==> src/rtl/sfw_pkg.sv <==
package sfw_pkg;

    // Bits needed to index n entries, never less than one.
    function automatic int unsigned idx_width(int unsigned n);
        return (n < 2) ? 1 : $clog2(n);
    endfunction

    // Tracking of an end-of-packet strobe in flight.
    typedef enum logic [1:0] {
        PE_IDLE    = 2'd0,
        PE_ACTIVE  = 2'd1,
        PE_TAINTED = 2'd2
    } pe_state_e;

    // Number of synchronizer stages before the edge detector.
    localparam int unsigned SYNC_STAGES = 2;

endpackage

==> src/rtl/sfw_sync.sv <==
module sfw_sync #(
    parameter int W = 8
) (
    input  logic         clk,
    input  logic         rst,
    input  logic [W-1:0] din,
    output logic [W-1:0] lvl,
    output logic [W-1:0] prev
);
    import sfw_pkg::*;

    logic [W-1:0] stage [SYNC_STAGES+1];

    always_ff @(posedge clk) begin
        if (rst) begin
            for (int i = 0; i <= SYNC_STAGES; i++) stage[i] <= '0;
        end else begin
            stage[0] <= din;
            for (int i = 1; i <= SYNC_STAGES; i++) stage[i] <= stage[i-1];
        end
    end

    assign lvl  = stage[SYNC_STAGES-1];
    assign prev = stage[SYNC_STAGES];

endmodule

==> src/rtl/sfw_lane.sv <==
module sfw_lane #(
    parameter int DEPTH  = 8,
    parameter int DATA_W = 8
) (
    input  logic              clk,
    input  logic              rst,
    input  logic              push,
    input  logic [DATA_W-1:0] din,
    input  logic              pop,
    output logic [DATA_W-1:0] dout,
    output logic              full,
    output logic              empty
);
    import sfw_pkg::*;

    localparam int PW = idx_width(DEPTH);
    localparam int CW = $clog2(DEPTH + 1);

    logic [DATA_W-1:0] mem [DEPTH];
    logic [PW-1:0]     wptr, rptr;
    logic [CW-1:0]     fill, fill_nx;

    function automatic logic [PW-1:0] advance(input logic [PW-1:0] p);
        return (p == PW'(DEPTH - 1)) ? '0 : p + 1'b1;
    endfunction

    always_comb begin
        fill_nx = fill;
        if (push && !pop) fill_nx = fill + 1'b1;
        if (pop && !push) fill_nx = fill - 1'b1;
    end

    always_ff @(posedge clk) begin
        if (push) mem[wptr] <= din;
    end

    always_ff @(posedge clk) begin
        if (rst) begin
            wptr <= '0;
            rptr <= '0;
            fill <= '0;
            full <= 1'b0;
        end else begin
            if (push) wptr <= advance(wptr);
            if (pop)  rptr <= advance(rptr);
            fill <= fill_nx;
            full <= (fill_nx == CW'(DEPTH));
        end
    end

    assign dout  = mem[rptr];
    assign empty = (fill == '0);

    // the write decoder never pushes into a full lane
    p_no_overflow_r5: assert property (@(posedge clk) disable iff (rst)
        push |-> !full);

    // the pop decoder never drains an empty lane
    p_no_underflow_r2: assert property (@(posedge clk) disable iff (rst)
        pop |-> !empty);

    // occupancy stays inside the lane
    p_fill_range_r3: assert property (@(posedge clk) disable iff (rst)
        fill <= CW'(DEPTH));

    // a push into a lane one short of capacity raises full next edge
    p_full_rise_r3: assert property (@(posedge clk) disable iff (rst)
        (push && !pop && fill == CW'(DEPTH - 1)) |=> full);

endmodule

==> src/rtl/sfw_commit.sv <==
module sfw_commit #(
    parameter int FIFO_AW = 1,
    parameter int LEN_W   = 8
) (
    input  logic               clk,
    input  logic               rst,
    input  logic               pe_lvl,
    input  logic               pe_prev,
    input  logic               wr_lvl,
    input  logic [FIFO_AW-1:0] addr_lvl,
    input  logic               stored,
    input  logic [FIFO_AW-1:0] stored_fifo,
    input  logic               overflow,
    input  logic               cmt_ready,
    output logic               cmt_valid,
    output logic [FIFO_AW-1:0] cmt_fifo,
    output logic [LEN_W-1:0]   cmt_len,
    output logic               proto_err
);
    import sfw_pkg::*;

    localparam int NF = 1 << FIFO_AW;

    pe_state_e          st;
    logic [FIFO_AW-1:0] pe_addr;
    logic [LEN_W-1:0]   pkt_cnt [NF];
    logic               pe_rise, pe_fall, bad_end, good_end;

    assign pe_rise  = pe_lvl && !pe_prev;
    assign pe_fall  = !pe_lvl && pe_prev;
    assign bad_end  = pe_fall && (st == PE_TAINTED || cmt_valid);
    assign good_end = pe_fall && !bad_end;

    always_ff @(posedge clk) begin
        if (rst) begin
            st      <= PE_IDLE;
            pe_addr <= '0;
        end else if (pe_rise) begin
            st      <= wr_lvl ? PE_TAINTED : PE_ACTIVE;
            pe_addr <= addr_lvl;
        end else if (pe_fall) begin
            st <= PE_IDLE;
        end else if (st == PE_ACTIVE && (wr_lvl || addr_lvl != pe_addr)) begin
            st <= PE_TAINTED;
        end
    end

    for (genvar i = 0; i < NF; i++) begin : g_cnt
        always_ff @(posedge clk) begin
            if (rst) begin
                pkt_cnt[i] <= '0;
            end else if (good_end && pe_addr == FIFO_AW'(i)) begin
                pkt_cnt[i] <= '0;
            end else if (stored && stored_fifo == FIFO_AW'(i) && pkt_cnt[i] != '1) begin
                pkt_cnt[i] <= pkt_cnt[i] + 1'b1;
            end
        end
    end

    always_ff @(posedge clk) begin
        if (rst) begin
            cmt_valid <= 1'b0;
            cmt_fifo  <= '0;
            cmt_len   <= '0;
            proto_err <= 1'b0;
        end else begin
            if (good_end) begin
                cmt_valid <= 1'b1;
                cmt_fifo  <= pe_addr;
                cmt_len   <= pkt_cnt[pe_addr];
            end else if (cmt_valid && cmt_ready) begin
                cmt_valid <= 1'b0;
            end
            if (overflow || bad_end) proto_err <= 1'b1;
        end
    end

    // an offered record holds until accepted
    p_hold_r8: assert property (@(posedge clk) disable iff (rst)
        (cmt_valid && !cmt_ready) |=> (cmt_valid && $stable(cmt_fifo) && $stable(cmt_len)));

    // the error flag never falls outside reset
    p_sticky_r12: assert property (@(posedge clk) disable iff (rst)
        proto_err |=> proto_err);

    // a tainted end-of-packet never yields a fresh commit
    p_no_tainted_commit_r9: assert property (@(posedge clk) disable iff (rst)
        (pe_fall && st == PE_TAINTED && !cmt_valid) |=> !cmt_valid);

    // a pending record is not replaced by a second end-of-packet
    p_pending_kept_r11: assert property (@(posedge clk) disable iff (rst)
        (pe_fall && cmt_valid && !cmt_ready) |=> (cmt_valid && $stable(cmt_len)));

endmodule

==> src/rtl/sfw_write_port.sv <==
module sfw_write_port #(
    parameter int FIFO_AW = 1,
    parameter int DEPTH   = 8,
    parameter int DATA_W  = 8,
    parameter int LEN_W   = 8
) (
    input  logic                      clk,
    input  logic                      rst,
    input  logic                      bus_sel,
    input  logic [FIFO_AW-1:0]        bus_addr,
    input  logic                      bus_wr,
    input  logic                      bus_pkt_end,
    input  logic [DATA_W-1:0]         bus_data,
    input  logic [FIFO_AW-1:0]        pop_sel,
    input  logic                      pop_en,
    output logic [DATA_W-1:0]         pop_data,
    output logic                      pop_empty,
    output logic [(1<<FIFO_AW)-1:0]   full_flags,
    output logic                      cmt_valid,
    input  logic                      cmt_ready,
    output logic [FIFO_AW-1:0]        cmt_fifo,
    output logic [LEN_W-1:0]          cmt_len,
    output logic                      proto_err
);
    localparam int NF = 1 << FIFO_AW;

    typedef struct packed {
        logic               wr;
        logic               pe;
        logic [FIFO_AW-1:0] addr;
        logic [DATA_W-1:0]  data;
    } bus_t;

    localparam int BW = $bits(bus_t);

    bus_t raw, cur, prv;
    logic [BW-1:0] cur_v, prv_v;

    // Strobes count only while selected
    assign raw = '{wr: bus_wr & bus_sel, pe: bus_pkt_end & bus_sel,
                   addr: bus_addr, data: bus_data};

    sfw_sync #(.W(BW)) u_sync (
        .clk (clk),
        .rst (rst),
        .din (raw),
        .lvl (cur_v),
        .prev(prv_v)
    );

    assign cur = bus_t'(cur_v);
    assign prv = bus_t'(prv_v);

    // Trailing edge of the write strobe; fields come from the last high sample
    logic wr_evt, stored, overflow;
    logic [NF-1:0] lane_full, lane_empty, lane_push, lane_pop;
    logic [DATA_W-1:0] lane_dout [NF];

    assign wr_evt   = prv.wr && !cur.wr;
    assign overflow = wr_evt && lane_full[prv.addr];
    assign stored   = wr_evt && !lane_full[prv.addr];

    for (genvar i = 0; i < NF; i++) begin : g_lane
        assign lane_push[i] = stored && prv.addr == FIFO_AW'(i);
        assign lane_pop[i]  = pop_en && pop_sel == FIFO_AW'(i) && !lane_empty[i];

        sfw_lane #(.DEPTH(DEPTH), .DATA_W(DATA_W)) u_lane (
            .clk  (clk),
            .rst  (rst),
            .push (lane_push[i]),
            .din  (prv.data),
            .pop  (lane_pop[i]),
            .dout (lane_dout[i]),
            .full (lane_full[i]),
            .empty(lane_empty[i])
        );
    end

    assign full_flags = lane_full;
    assign pop_data   = lane_dout[pop_sel];
    assign pop_empty  = lane_empty[pop_sel];

    sfw_commit #(.FIFO_AW(FIFO_AW), .LEN_W(LEN_W)) u_commit (
        .clk        (clk),
        .rst        (rst),
        .pe_lvl     (cur.pe),
        .pe_prev    (prv.pe),
        .wr_lvl     (cur.wr),
        .addr_lvl   (cur.addr),
        .stored     (stored),
        .stored_fifo(prv.addr),
        .overflow   (overflow),
        .cmt_ready  (cmt_ready),
        .cmt_valid  (cmt_valid),
        .cmt_fifo   (cmt_fifo),
        .cmt_len    (cmt_len),
        .proto_err  (proto_err)
    );

    // nothing is stored in a cycle without a strobe trailing edge
    p_store_needs_edge_r4: assert property (@(posedge clk) disable iff (rst)
        (|lane_push) |-> (prv.wr && !cur.wr));

    // a dropped write raises the error flag on the next edge
    p_drop_flags_r5: assert property (@(posedge clk) disable iff (rst)
        overflow |=> proto_err);

endmodule

==> config.mk <==
export PLATFORM = sky130hd
export DESIGN_NAME = sfw_write_port
export DESIGN_NICKNAME = d
export VERILOG_FILES = /design/src/rtl/sfw_pkg.sv /design/src/rtl/sfw_sync.sv /design/src/rtl/sfw_lane.sv /design/src/rtl/sfw_commit.sv /design/src/rtl/sfw_write_port.sv
export SDC_FILE = /design/constraint.sdc
export NUM_CORES = 1
export LEC_CHECK = 0
export BUFFER_PORTS_ARGS = -buffer_cell sky130_fd_sc_hd__buf_2
export CAP_MARGIN = 5
export CORE_MARGIN = 2
export CORE_UTILIZATION = 45
export DETAILED_ROUTE_END_ITERATION = 6
export SYNTH_ARGS = -nofsm -noshare
export SYNTH_HDL_FRONTEND = slang
export SYNTH_SLANG_ARGS = --single-unit
==> constraint.sdc <==
create_clock -name clk -period 3.96 [get_ports clk]
set_input_delay 0.594 -clock clk [delete_from_list [all_inputs] [get_ports clk]]
set_output_delay 0.594 -clock clk [all_outputs]
set_load 0.1 [all_outputs]
==> results of run 1 <==
## Yosys cell counts (3+ instances only)
master	count	area, um2
inv_1	11	41.3
nor4_1	3	18.8
a21oi_1	29	145
mux2i_1	20	200
buf_1	5	18.8
nand2_1	30	113
nor3b_1	6	45.0
o21ai_0	4	20.0
mux4_2	32	721
ha_1	14	175
dfxtp_1	75	1500
edfxtp_1	144	4320
buf_2	5	25.0
xnor2_1	11	96.3
a211oi_1	18	135
nand2b_1	6	37.5
nor2b_1	42	263
nand3_1	9	45.0
nor2_1	60	225
xor2_1	8	70.1
nand4_1	3	18.8
clkbuf_1	15	56.3
nor3_1	13	65.1
## final timing paths
kind | to | slack [ns] | cells after the start
worst min register to register | u_sync.stage[0][26]$_SDFF_PP0_ | 0.43 | 1
worst min-delay path | u_sync.stage[0][8]$_SDFF_PP0_ | 0.30 | 2
worst max register to register | g_lane[0].u_lane.mem[5][5]$_DFFE_PP_ | 1.58 | 3
worst max-delay path | pop_data[0] | 0.76 | 4
## worst reg2reg max path, cell delays in order, from the launching register on
cell and delay (ns):
dfxtp_1 0.36, nor4b_2 0.71, nand2_1 0.23, nor2_1 0.71
## state kept, by name, indices dropped and copies added (netlist names), named ones only
signal	count
u_commit.cmt_valid	1
u_sync.stage	33
g_lane.u_lane.wptr	6
g_lane.u_lane.full	2
u_commit.cmt_fifo	1
u_commit.proto_err	1
g_lane.u_lane.mem	128
u_commit.pe_addr	1
u_commit.st	2
u_commit.pkt_cnt	16
g_lane.u_lane.rptr	6
g_lane.u_lane.fill	8
u_commit.cmt_len	8
## power by group
| group | switching [mW] | total (mW) | internal [mW] |
|---|---|---|---|
| registers | 0.0682 | 2.55 | 2.48 |
| logic | 0.400 | 0.639 | 0.239 |
| clock network | 0.813 | 2.05 | 1.23 |
| total | 1.28 | 5.23 | 3.95 |
## cell usage in the layout (no fill, tap or decap), types with 10 or more instances in the layout
cell type	count
edfxtp_1	144
dfxtp_1	75
nor2_1	60
nor2b_1	42
buf_2	38
mux4_2	32
nand2_1	30
a21oi_1	29
clkbuf_16	24
mux2i_1	20
a211oi_1	18
ha_1	14
buf_4	12
inv_1	11
xnor2_1	11
nor3_1	10
## routing by layer
metal,track usage,part of all wire
met1,0.219,0.46
met2,0.269,0.49
met3,0.0296,0.036
met4,0.0401,0.018
met5,0,0
## metrics by stage
stage          total power, mW   util  std cells
2_1_floorplan             3.12      -        594
3_3_place_gp              3.22  0.485        850
3_5_place_dp              3.24  0.485        850
4_1_cts                   5.29  0.524        891
5_1_grt                   5.42  0.524        891
6_report                  5.23  0.524        891
## layout make-up
class,instances,area share
timing repair buffer,50,0.0285
clock buffer,35,0.0685
multi-input combinational,336,0.271
sequential,219,0.593
tap,234,0.0298
inverter,11,0.00420
clock inverter,6,0.00560
## kinds of logic after synthesis
logic type,Yosys count,share of synthesized area
buffers and inverters,39,0.0194
adders and majority gates,14,0.0203
and+or+nand+nor,186,0.112
DFF,219,0.675
xor gates and xnor gates,19,0.0193
AOI/OAI and AO/OA,64,0.0465
muxes,53,0.108
==> results by group, run 1 <==
Setup path
  • Worst-path cell chain: mux4_2, mux2i_1, a21oi_1, buf_2
  • CP max stage cell: dfxtp_1
  • RR Startpoint: u_sync.stage[0][21]$_SDFF_PP0_
  • Crit path kind: flip-flop to primary output
  • Worst EP arrival: 2.61 ns
  • CP Capture Type: primary output
  • Crit-path max FO: 16
  • Required time worst endpoint: 3.37 ns
  • Largest stage delay, worst path: 0.86 ns
  • Launching element type of the critical path: flip-flop
  • Crit path buf inv count: 1
  • Cell family with most CP delay: flip-flops

Place
  • I/O Buffers: 38
  • Placed wire-length estimate: 10.2 mm
  • GPL Wtd Cong: 0.745
  • Setup WS pre-CTS: 1.25 ns
  • Area post-placement: 0.00910 mm2

Timing
  • Final hold slack: 0.304 ns
  • Crit path time final: 3.20 ns
  • F_max: 0.312 GHz
  • Slew headroom: 0.423
  • Setup ws final: 0.758 ns
  • Fin crit share: 0.809
  • Fin. max-slew vios: 0
  • Skew final: 0.00739 ns
  • RSZ-0062 raised after global routing: no
  • Final setup vio count: 0
  • Slew @ Worst Pin: 0.862 ns
  • Fin Setup TNS: 0 ns
  • Endpoints failing hold: 0

Synthesis
  • Post-synth EDFFs: 144
  • Avg Cell Area, Syn: 14.5 um2
  • Flops & latches, synth: 219
  • Yosys Warn Count: 0
  • Post-synthesis cell type count: 45
  • Most used DFF post-synth: edfxtp_1
  • Synthesized cell area: 0.00863 mm2
  • Syn Inst Count: 594
  • Mapped Nets: 625
  • Post-synth ARST share: 0
  • Seq/Total Area, Yosys: 0.675

Final layout
  • Area grow syn2layout: 13.8%
  • Fillers: 1572
  • Share of cells above drive strength 1: 0.196
  • Storage element area: 0.00583 mm2
  • Diodes inserted: 0
  • NumNets Final: 672
  • Multi-input logic area: 0.00266 mm2
  • Final Instance Area: 0.00983 mm2

Clock tree
  • Clk sink count: 219
  • Num CTS Buffers: 23
  • H-tree levels: 1
  • Number of setup buffers added after CTS: 0
  • Post-CTS resize count: 0
  • Clk slew on worst S/H paths: 0.06 ns
  • Worst skew pair latency: 0.50 ns
  • Hold-fix buffers at CTS: 0
  • Max clock buf depth: 3
  • Clock Tree Root: clkbuf_16
  • CTS tree: done

Drt
  • DR iter-0 viols: 254
  • Final ANT Viol Nets: 0
  • Residual DRC: 0
  • Post-Route WL: 15.8 mm
  • Number of vias per cell: 5.35
  • Vias: 4765
  • Router iterations before antenna repair: 4
  • Wire per inst: 17.7 um

Hold path
  • Min-Delay Startpoint: bus_addr
  • Hold Crit Class: input pin to flip-flop

Die
  • Die area: 0.0203 mm2
  • Ports: 39
  • Die Y: 143 um
  • Die W: 143 um
  • FP Rows: 50
  • Initial Util: 0.460
  • CORE AREA: 0.0188 mm2

Pwr
  • Maximum vdd ir drop: 0.362 mV
  • Leakage: 3.38 nW
  • Power Density: 532 mW/mm2

Global route
  • Vias in the first global route: 4801
  • Largest net degree at the start of global routing: 78
  • Gr usage total: 0.161
  • Global-route wire length before repair: 25.5 mm
  • Antenna violations before repair: 0
  • Total congestion overflow: 0

Status
  • Status: finished, final reports clean

Job
  • Max-cap violations: 0
Power figures use the tool's default switching activity.
==> inputs of run 2 (changes only) <==
==> constraint.sdc (replaced) <==
create_clock -name clk -period 2.6 [get_ports clk]
set_input_delay 0.39 -clock clk [delete_from_list [all_inputs] [get_ports clk]]
set_output_delay 0.39 -clock clk [all_outputs]
set_load 0.1 [all_outputs]
==> run 2 against run 1 <==
Net effect: clock skew rose by 0.014 ns; design area is 5.2% higher; critical endpoint unchanged; wire length rose by 1.2%; global-route usage rose by 0.33 points; highest routed layer unchanged; flip-flop and latch count unchanged; critical path type unchanged; utilization is 2.7 points higher; non-clock buffer count increased by 15; largest power group unchanged; clock-buffer cell count shrank 7; combinational power grew 74%.
==> results by group, run 2 (synthesis results as in run 1) <==
Drt
  • Vias: 4815 (+1.0%)
  • Post-Route WL: 16.0 mm (+1.2%)
  • Final ANT Viol Nets: 0 (unchanged)
  • Wire per inst: 17.6 um (-0.80%)
  • Number of vias per cell: 5.30 (-0.95%)
  • DR iter-0 viols: 208 (-18%)
  • Residual DRC: 0 (unchanged)
  • Router iterations before antenna repair: 4 (unchanged)

Timing
  • Fin crit share: 0.993
  • Final setup vio count: 0 (unchanged)
  • Endpoints failing hold: 0 (unchanged)
  • RSZ-0062 raised after global routing: yes
  • F_max: 0.387 GHz
  • Setup ws final: 0.0189 ns (-0.739 ns)
  • Skew final: 0.0209 ns (+0.0135 ns)
  • Slew @ Worst Pin: 0.677 ns (-0.185 ns)
  • Slew headroom: 0.548 (+0.125)
  • Fin. max-slew vios: 0 (unchanged)
  • Fin Setup TNS: 0 ns (unchanged)
  • Crit path time final: 2.58 ns
  • Final hold slack: 0.0793 ns (-0.225 ns)

Setup path
  • Worst EP arrival: 2.19 ns (-0.42 ns)
  • Required time worst endpoint: 2.21 ns (-1.16 ns)
  • Crit path kind: flip-flop to primary output
  • Launching element type of the critical path: flip-flop
  • CP Capture Type: primary output
  • Crit-path max FO: 8 (-8)

Clock tree
  • Clk sink count: 219 (unchanged)
  • Clk slew on worst S/H paths: 0.06 ns (about the same)
  • Num CTS Buffers: 24 (+4.3%)
  • Worst skew pair latency: 0.53 ns (+0.03 ns)
  • Clock Tree Root: clkbuf_16
  • CTS tree: done
  • Hold-fix buffers at CTS: 0 (unchanged)
  • H-tree levels: 1 (unchanged)
  • Max clock buf depth: 3 (unchanged)

Pwr
  • Leakage: 3.60 nW (+6.4%)
  • Maximum vdd ir drop: 0.634 mV (+75%)
  • Power Total: 8.49 mW (+62%)
  • Power Density: 822 mW/mm2 (+54%)

Final layout
  • Most frequent cells in the layout: edfxtp_1, dfxtp_1, nor2_1
  • Diodes inserted: 0 (unchanged)
  • Share of cells above drive strength 1: 0.264 (+0.0674)
  • NumNets Final: 688 (+2.4%)
  • Largest register by flop count: g_lane.u_lane.mem
  • Top Registers: g_lane.u_lane.mem (128), u_sync.stage (33), u_commit.pkt_cnt (16)
  • Final Instance Area: 0.0103 mm2 (+5.2%)
  • Fin cells: 909 (+2.0%)
  • Number of flip-flops in the largest register: 128 (unchanged)
  • Post-Route Utilization: 0.551 (+0.0270)
  • Most common cell after layout, fill and taps aside: edfxtp_1
  • Area grow syn2layout: 19.7%

Job
  • Max-cap violations: 0 (unchanged)

Place
  • Placed insts: 863 (+1.5%)
  • Setup WS pre-CTS: 0.337 ns (-0.910 ns)
  • I/O Buffers: 38 (unchanged)
  • Area post-placement: 0.00928 mm2 (+2.0%)
  • GPL Wtd Cong: 0.774 (+3.9%)
  • Placed wire-length estimate: 10.5 mm (+2.5%)

Global route
  • Gr usage total: 0.164 (+0.00330)
  • Vias in the first global route: 5054 (+5.3%)
  • Antenna violations before repair: 0 (unchanged)
  • Total congestion overflow: 0 (unchanged)
  • Global-route wire length before repair: 26.2 mm (+2.6%)
  • Largest net degree at the start of global routing: 39 (-50%)

Die
  • Ports: 39 (unchanged)
  • Initial Util: 0.460 (unchanged)
  • Die area: 0.0203 mm2 (unchanged)
  • Die Y: 143 um (unchanged)
  • CORE AREA: 0.0188 mm2 (unchanged)
  • Die W: 143 um (unchanged)
  • FP Rows: 50 (unchanged)

Hold path
  • Hold Crit Class: input pin to flip-flop

Status
  • Status: finished, final reports clean
-- run 2: final timing paths --
| kind | from | endpoint | slack (ns) | cells past startpoint |
|---|---|---|---|---|
| max | flip-flop | pop_data[0] | 0.02 | 6 |
| min | bus_data[4] | u_sync.stage[0][4]$_SDFF_PP0_ | 0.08 | 2 |
| max reg2reg | u_sync.stage[0][21]$_SDFF_PP0_ | u_commit.pkt_cnt[0][7]$_SDFFCE_PN0P_ | 0.38 | 4 |
| min reg2reg | u_sync.stage[0][17]$_SDFF_PP0_ | u_sync.stage[0][28]$_SDFF_PP0_ | 0.43 | 1 |
-- run 2: where the power goes --
group | leakage, nW | switching, mW | total (mW) | internal, mW
combinational | 1.23 | 0.635 | 1.11 | 0.472
clock | 0.404 | 1.38 | 3.49 | 2.11
sequential | 1.96 | 0.111 | 3.89 | 3.78
total | 3.60 | 2.13 | 8.49 | 6.37
-- run 2: area by class of cell --
type / count / area [um2]
well taps: 234 / 293
multi-input cells: 336 / 2760
repair buffers: 65 / 556
clock inverters: 16 / 161
flip-flops and latches: 219 / 5830
fillers: 1497 / 8430
inverters: 11 / 41.3
clock buffers: 28 / 689
-- run 2: metal layers --
layer  share of wire  global-route usage  routed length (um)  vias up
li1                -                   -                   -     2329
met1            0.46               0.219                7350     2371
met2            0.48               0.280                7650       83
met3           0.039              0.0283                 616       32
met4           0.022              0.0422                 356        0
met5               0                   0                   0        -
-- run 2: critical path, stage by stage (launching register included) --
cell and delay [ns]:
dfxtp_4 0.36, buf_12 0.14, mux4_2 0.49, nor2b_4 0.14
a211oi_2 0.24, a21oi_2 0.08, buf_12 0.21
-- run 2: what timing repair did --
action                     in CTS  in global routing
cloned                          1                  0
pin swaps                       8                  8
setup endpoints to repair       9                  9
setup buffers                   1                  1
gates resized for setup        38                  9
hold endpoints to repair        0                  0
